$ cat src/rtl/ctc_pkg.sv
package ctc_pkg;
  localparam int CFG_EN      = 0;
  localparam int CFG_PER     = 1;
  localparam int CFG_NARROW  = 2;
  localparam int CFG_SETVAL  = 3;
  localparam int CFG_PCAP    = 4;
  localparam int CFG_WCAP    = 5;
  localparam int CFG_RW_BITS = 4;

  // bit order matches CFG_* positions (first member is the MSB)
  typedef struct packed {
    logic setval;
    logic narrow;
    logic periodic;
    logic enable;
  } ctc_mode_t;

  typedef enum logic [1:0] {
    WR_NONE = 2'd0,
    WR_CFG  = 2'd1,
    WR_LO   = 2'd2,
    WR_HI   = 2'd3
  } ctc_wr_e;
endpackage

$ cat src/rtl/ctc_cfg_reg.sv
module ctc_cfg_reg
  import ctc_pkg::*;
#(
  parameter int CNT_W = 64,
  parameter int unsigned ROUTE_CAPS = 4
) (
  input  logic                   clk,
  input  logic                   rst_n,
  input  ctc_wr_e                wr_kind,
  input  logic [CFG_RW_BITS-1:0] wdata_rw,
  output ctc_mode_t              mode_q,
  output ctc_mode_t              mode_nxt,
  output logic                   en_rise,
  output logic                   en_fall,
  output logic [CNT_W-1:0]       cfg_rd
);
  localparam int W = CNT_W / 2;

  ctc_mode_t mode_r;

  always_comb begin
    mode_nxt = mode_r;
    if (wr_kind == WR_CFG) begin
      mode_nxt = ctc_mode_t'(wdata_rw);
    end else if (wr_kind == WR_LO || wr_kind == WR_HI) begin
      mode_nxt.setval = 1'b0;
    end
  end

  always_ff @(posedge clk) begin
    if (!rst_n) mode_r <= '0;
    else        mode_r <= mode_nxt;
  end

  assign en_rise = (wr_kind == WR_CFG) &&  wdata_rw[CFG_EN] && !mode_r.enable;
  assign en_fall = (wr_kind == WR_CFG) && !wdata_rw[CFG_EN] &&  mode_r.enable;
  assign mode_q  = mode_r;

  always_comb begin
    cfg_rd                  = '0;
    cfg_rd[CFG_RW_BITS-1:0] = mode_r;
    cfg_rd[CFG_PCAP]        = 1'b1;
    cfg_rd[CFG_WCAP]        = 1'b1;
    cfg_rd[CNT_W-1:W]       = W'(ROUTE_CAPS);
  end
endmodule

$ cat src/rtl/ctc_cmp_store.sv
module ctc_cmp_store
  import ctc_pkg::*;
#(
  parameter int CNT_W = 64
) (
  input  logic             clk,
  input  logic             rst_n,
  input  ctc_wr_e          wr_kind,
  input  logic [CNT_W/2-1:0] wdata,
  input  logic             narrow,
  input  logic             periodic,
  input  logic             setval,
  input  logic             adv_i,
  output logic [CNT_W-1:0] cmp_q,
  output logic [CNT_W-1:0] per_q,
  output logic [CNT_W/2-1:0] cmp_nxt_lo
);
  localparam int W = CNT_W / 2;
  localparam logic [W-1:0] TOP_OFF = {1'b0, {(W-1){1'b1}}};

  logic [CNT_W-1:0] cmp_r, per_r, cmp_d, per_d, sum;
  logic [W-1:0]     lo_mask;
  logic             take_cmp;

  assign lo_mask  = narrow ? TOP_OFF : '1;
  assign take_cmp = !periodic || setval;
  assign sum      = cmp_r + per_r;

  always_comb begin
    cmp_d = cmp_r;
    per_d = per_r;
    unique case (wr_kind)
      WR_CFG: begin
        if (wdata[CFG_NARROW]) begin
          cmp_d[CNT_W-1:W] = '0;
          per_d[CNT_W-1:W] = '0;
        end
      end
      WR_LO: begin
        if (take_cmp) cmp_d[W-1:0] = wdata;
        if (periodic) per_d[W-1:0] = wdata & lo_mask;
      end
      WR_HI: begin
        if (!narrow) begin
          if (take_cmp) cmp_d[CNT_W-1:W] = wdata;
          if (periodic) per_d[CNT_W-1:W] = wdata & TOP_OFF;
        end
      end
      default: begin
        if (adv_i) begin
          if (narrow) cmp_d = {{W{1'b0}}, sum[W-1:0]};
          else        cmp_d = sum;
        end
      end
    endcase
  end

  always_ff @(posedge clk) begin
    if (!rst_n) begin
      cmp_r <= '1;
      per_r <= '0;
    end else begin
      cmp_r <= cmp_d;
      per_r <= per_d;
    end
  end

  assign cmp_q      = cmp_r;
  assign per_q      = per_r;
  assign cmp_nxt_lo = cmp_d[W-1:0];
endmodule

$ cat src/rtl/ctc_match.sv
module ctc_match #(
  parameter int CNT_W = 64
) (
  input  logic             clk,
  input  logic             rst_n,
  input  logic [CNT_W-1:0] count_i,
  input  logic             glb_en_i,
  input  logic             enable,
  input  logic             periodic,
  input  logic             narrow,
  input  logic             narrow_nxt,
  input  logic             periodic_nxt,
  input  logic [CNT_W-1:0] cmp_q,
  input  logic [CNT_W-1:0] per_q,
  input  logic [CNT_W/2-1:0] cmp_nxt_lo,
  input  logic             en_rise,
  input  logic             en_fall,
  input  logic             cmp_wr,
  output logic             adv_o,
  output logic             fire_o
);
  localparam int W = CNT_W / 2;

  logic             armed_q, wrap_q, fire_q;
  logic [CNT_W-1:0] diff_full;
  logic [W-1:0]     diff_half;
  logic             eq, reached, live, wrap_mode, wrap_hit, real_hit, hit, rearm;

  assign diff_full = count_i - cmp_q;
  assign diff_half = count_i[W-1:0] - cmp_q[W-1:0];

  always_comb begin
    if (narrow) begin
      eq      = (count_i[W-1:0] == cmp_q[W-1:0]);
      reached = !diff_half[W-1];
    end else begin
      eq      = (count_i == cmp_q);
      reached = !diff_full[CNT_W-1];
    end
  end

  assign live      = armed_q && enable && glb_en_i;
  assign wrap_mode = narrow && !periodic && wrap_q;
  assign wrap_hit  = wrap_mode && (count_i[W-1:0] == '1);
  assign real_hit  = !wrap_mode && eq;
  assign hit       = live && (wrap_hit || real_hit);
  assign adv_o     = live && periodic && (per_q != '0) && reached;
  assign rearm     = en_rise || (cmp_wr && enable);

  always_ff @(posedge clk) begin
    if (!rst_n) begin
      armed_q <= 1'b0;
      wrap_q  <= 1'b0;
      fire_q  <= 1'b0;
    end else begin
      fire_q <= hit;
      if (en_fall) begin
        armed_q <= 1'b0;
        wrap_q  <= 1'b0;
      end else if (rearm) begin
        armed_q <= 1'b1;
        wrap_q  <= narrow_nxt && !periodic_nxt && (count_i[W-1:0] > cmp_nxt_lo);
      end else if (hit) begin
        if (wrap_hit)       wrap_q  <= 1'b0;
        else if (!periodic) armed_q <= 1'b0;
      end
    end
  end

  assign fire_o = fire_q;
endmodule

$ cat src/rtl/ctc_channel.sv
module ctc_channel
  import ctc_pkg::*;
#(
  parameter int CNT_W = 64,
  parameter int unsigned ROUTE_CAPS = 4
) (
  input  logic             clk,
  input  logic             rst_n,
  input  logic [CNT_W-1:0] count_i,
  input  logic             glb_en_i,
  input  logic             wr_cfg_i,
  input  logic             wr_cmp_lo_i,
  input  logic             wr_cmp_hi_i,
  input  logic [CNT_W/2-1:0] wdata_i,
  output logic [CNT_W-1:0] cfg_o,
  output logic [CNT_W-1:0] cmp_o,
  output logic             fire_o
);
  localparam int W = CNT_W / 2;

  ctc_wr_e          wr_kind;
  ctc_mode_t        mode_q, mode_nxt;
  logic             en_rise, en_fall, adv;
  logic [CNT_W-1:0] cmp_q, per_q;
  logic [W-1:0]     cmp_nxt_lo;

  always_comb begin
    if (wr_cfg_i)         wr_kind = WR_CFG;
    else if (wr_cmp_lo_i) wr_kind = WR_LO;
    else if (wr_cmp_hi_i) wr_kind = WR_HI;
    else                  wr_kind = WR_NONE;
  end

  ctc_cfg_reg #(.CNT_W(CNT_W), .ROUTE_CAPS(ROUTE_CAPS)) u_cfg (
    .clk      (clk),
    .rst_n    (rst_n),
    .wr_kind  (wr_kind),
    .wdata_rw (wdata_i[CFG_RW_BITS-1:0]),
    .mode_q   (mode_q),
    .mode_nxt (mode_nxt),
    .en_rise  (en_rise),
    .en_fall  (en_fall),
    .cfg_rd   (cfg_o)
  );

  ctc_cmp_store #(.CNT_W(CNT_W)) u_store (
    .clk        (clk),
    .rst_n      (rst_n),
    .wr_kind    (wr_kind),
    .wdata      (wdata_i),
    .narrow     (mode_q.narrow),
    .periodic   (mode_q.periodic),
    .setval     (mode_q.setval),
    .adv_i      (adv),
    .cmp_q      (cmp_q),
    .per_q      (per_q),
    .cmp_nxt_lo (cmp_nxt_lo)
  );

  ctc_match #(.CNT_W(CNT_W)) u_match (
    .clk          (clk),
    .rst_n        (rst_n),
    .count_i      (count_i),
    .glb_en_i     (glb_en_i),
    .enable       (mode_q.enable),
    .periodic     (mode_q.periodic),
    .narrow       (mode_q.narrow),
    .narrow_nxt   (mode_nxt.narrow),
    .periodic_nxt (mode_nxt.periodic),
    .cmp_q        (cmp_q),
    .per_q        (per_q),
    .cmp_nxt_lo   (cmp_nxt_lo),
    .en_rise      (en_rise),
    .en_fall      (en_fall),
    .cmp_wr       ((wr_kind == WR_LO) || (wr_kind == WR_HI)),
    .adv_o        (adv),
    .fire_o       (fire_o)
  );

  assign cmp_o = cmp_q;
endmodule

$ cat config.mk
export PLATFORM = sky130hd
export DESIGN_NAME = ctc_channel
export DESIGN_NICKNAME = d
export VERILOG_FILES = /design/src/rtl/ctc_pkg.sv /design/src/rtl/ctc_cfg_reg.sv /design/src/rtl/ctc_cmp_store.sv /design/src/rtl/ctc_match.sv /design/src/rtl/ctc_channel.sv
export SDC_FILE = /design/constraint.sdc
export NUM_CORES = 1
export LEC_CHECK = 0
export BUFFER_PORTS_ARGS = -buffer_cell sky130_fd_sc_hd__buf_2
export CAP_MARGIN = 25
export CORE_ASPECT_RATIO = 1.4
export CORE_MARGIN = 2
export CORE_UTILIZATION = 45
export CTS_BUF_LIST = sky130_fd_sc_hd__clkbuf_2 sky130_fd_sc_hd__clkbuf_4 sky130_fd_sc_hd__clkbuf_8
export CTS_CLUSTER_SIZE = 8
export DETAILED_ROUTE_END_ITERATION = 12
export PLACE_DENSITY = 0.67
export SLEW_MARGIN = 20
export SYNTH_ARGS = -nofsm -noshare
export SYNTH_HDL_FRONTEND = slang
export SYNTH_SLANG_ARGS = --single-unit
$ cat constraint.sdc
create_clock -name clk -period 6.4 [get_ports clk]
set_input_delay 0.64 -clock clk [delete_from_list [all_inputs] [get_ports clk]]
set_output_delay 0.64 -clock clk [all_outputs]
set_load 0.005 [all_outputs]
==> impl_results.md <==
- Die W: 144 µm
- Pwr Total: 2.56 mW
- Clock-pin slew on the worst setup and hold paths: 0.09 ns
- Tightest Pin Transition: 0.895 ns
- Number of synthesized flops with an enable pin: 0
- Post-Route WL: 45.4 mm
- Post-detail-place hpwl: 35.9 mm
- Asr flop ratio synth: 0
- Sequential share of the synthesized area: 0.218
- Final net count: 2014
- Core area: 26900 µm²
- Fin Setup TNS: 0 ns
- Tcrit/Tclk final: 0.875
- Placed Cells: 2099
- Pwr Density: 188 nW/µm²
- Initial Util: 0.458
- Yosys cell types: 81
- First-pass GRT wire length: 68.5 mm
- Clock skew: 0.0130 ns
- Critical path, cell by cell: inv_1 > ha_1 > a21oi_1 > o21ai_0 > a221oi_1 > o2111ai_1 > nor3_4 > mux2i_2 > and2_1 > o21a_4 > o21a_4 > ha_1 > nor2b_1 > o21a_1 > o21a_1 > o21a_1 > o21a_1 > o21a_1 > o21a_1 > o21ai_0 > nand3_1 > a221oi_1 > o21ai_0
- # H-tree levels: 4
- CTS tree: built
- Fin util: 0.505
- Die H: 200 µm
- Maxcap violations: 0
- Detailed-route DRC error count: 0
- Largest net degree at the start of global routing: 74
- YS warnings: 0
- Static leakage: 6.64 nW
- Die Footprint: 28700 µm²
- Most frequent cells in the layout: nand2_1, a21oi_1, buf_2
- Setup ws final: 0.799 ns
- IO buf count: 170
- Type of element launching the critical path: flop
- Final global-route overflow total: 0
- RSZ-0062 raised after global routing: false
- Cts hold-fix bufs: 0
- Gpl congestion: 0.987
- Vias per Instance: 6.06
- Fraction of layout cells with a size suffix above 1: 0.148
- Most used cell, CP: o21a_1
- Maximum clock path buffer count: 2
- CP Capture Type: flop
- DR vias: 12900
- Ys flop type: dfxtp_1
- Post-CTS sizing: 0
- Antenna violations before repair: 2
- Outcome: completed
- Final setup viols: 0
- Footprint of the multi-input gates: 8690 µm²
- Minimum clock period: 5.60 ns
- I/O pin count: 231
- Final Hold Viols: 0
- CP delay by family, top: compound AO/OA/AOI/OAI gates
- Routed len/inst: 21.3 µm
- Max-slew violations: 0
- Worst rel slew slack: 0.404
- Crit path DAT: 5.98 ns
- Cells after Synth: 1632
- Area grow syn2layout: 10.2%
- Number of synthesized register bits: 134
- Vias in the first global route: 12300
- CP peak stage delay: 0.57 ns
- Crit path max fanout: 29
- Register area: 2680 µm²
- CP max stage cell: a221oi_1
- Non-filler cells, final: 2132
- GRT Total Usage: 0.312
- Maximum VDD drop: 0.000126 V
- Fmax: 179 MHz
- Initial DRC Count: 1116
- Commonest non-fill, non-tap cell in the layout: nand2_1
- Final ANT Viol Nets: 0
- Post-CTS Setup Inserts: 0
- Buf+Inv Stages, Crit Path: 1
- Req. time, crit path: 6.78 ns
- Average size of a mapped cell: 7.55 µm²
- CTS root buffer: clkbuf_8
- DP Worst Slack: 0.606 ns
- Worst hold path type: input pin to flop
- Worst-skew pair later-pin latency: 0.49 ns
- Crit Path Class: flop to flop
- Number of fill cells: 2720
- Pre-antenna DRT Iters: 8
- Clock buffer count from CTS: 17
- Rows: 71
- Mapped Area: 12300 µm²
- CTS sink count: 134
metal layers:
layer / part of all wire / wire length (µm) / vias to the layer above / global-route usage
met5: 0.00015 / 7 / - / 0
met1: 0.38 / 17400 / 6167 / 0.356
met2: 0.51 / 23200 / 577 / 0.568
met4: 0.043 / 1970 / 2 / 0.147
met3: 0.063 / 2860 / 115 / 0.0444
li1: - / - / 6062 / -
worst min-delay path, delay by kind of cell:
kind                   cells  cell delay, ns
AO/OA/AOI/OAI              1            0.05
buffers and inverters      1            0.13
AND/OR/NAND/NOR            1            0.06
state kept, by name, indices dropped and copies added (netlist names):
name,cells
u_match.wrap_q,1
u_store.cmp_q,64
u_store.per_q,63
u_cfg.cfg_rd,4
u_match.fire_o,1
u_match.armed_q,1
cell type report:
type	count	area share
antenna	1	0.000184
clock buffer	20	0.0198
clock inverter	12	0.0111
inverter	90	0.0249
multi-input combinational	1320	0.639
sequential	134	0.197
tap	365	0.0336
timing repair buffer	190	0.0737
per-stage QoR:
stage / hold slack (ns) / area, µm²
after global placement: 0.457 / 13200
after CTS: 0.414 / 13600
after global routing: 0.434 / 13600
after floorplan: 0.448 / 12500
final: 0.430 / 13600
after detailed placement: 0.465 / 13200
synthesized netlist by cell type, types with 8 or more instances:
cell type / instances / area, µm²
nand4_1: 52 / 325
ha_1: 158 / 1980
nor3_1: 20 / 100
o221a_2: 8 / 90.1
a22oi_1: 10 / 75.1
nand3_1: 60 / 300
o21ai_0: 83 / 415
a21oi_1: 172 / 861
a21o_1: 58 / 435
inv_1: 89 / 334
o21bai_1: 13 / 97.6
a31oi_1: 13 / 81.3
dfxtp_1: 134 / 2680
xor2_1: 24 / 210
o221ai_1: 9 / 78.8
nor2b_1: 13 / 81.3
nor4_1: 27 / 169
buf_4: 64 / 480
nand2_1: 212 / 796
xnor2_1: 33 / 289
a221oi_1: 25 / 219
nand2b_1: 12 / 75.1
clkbuf_1: 62 / 233
and2_1: 10 / 62.6
nor2_1: 94 / 353
o21a_1: 12 / 90.1
o211ai_1: 9 / 67.6
a211oi_1: 9 / 67.6
mux2i_1: 10 / 100
buf_2: 12 / 60.1
cells by family after synthesis:
| group | count (synthesis) | synth area share |
|---|---|---|
| simple gates | 542 | 0.211 |
| flops | 134 | 0.218 |
| compound gates | 490 | 0.262 |
| other cells | 2 | 0.000609 |
| fa+ha+maj | 159 | 0.162 |
| mux | 12 | 0.0102 |
| buf+inv | 236 | 0.0963 |
| xor+xnor | 57 | 0.0405 |
path summary, 6_finish.rpt:
kind	start	slack [ns]	to	cells after the start
max	u_store.cmp_q[32]	0.80	u_match.wrap_q	23
min	wdata_i[4]	0.43	u_store.per_q[4]	3
max reg2reg	u_store.cmp_q[32]	0.80	u_match.wrap_q	23
min reg2reg	u_store.per_q[45]	0.48	u_store.per_q[45]	2
power breakdown:
part           leakage, nW  switching [mW]  total, mW  internal, mW
combinational         5.33           0.515      0.834         0.319
sequential            1.10          0.0556      0.929         0.873
clock                0.212           0.383      0.793         0.409
No activity file was read; power rests on OpenSTA's default activity.
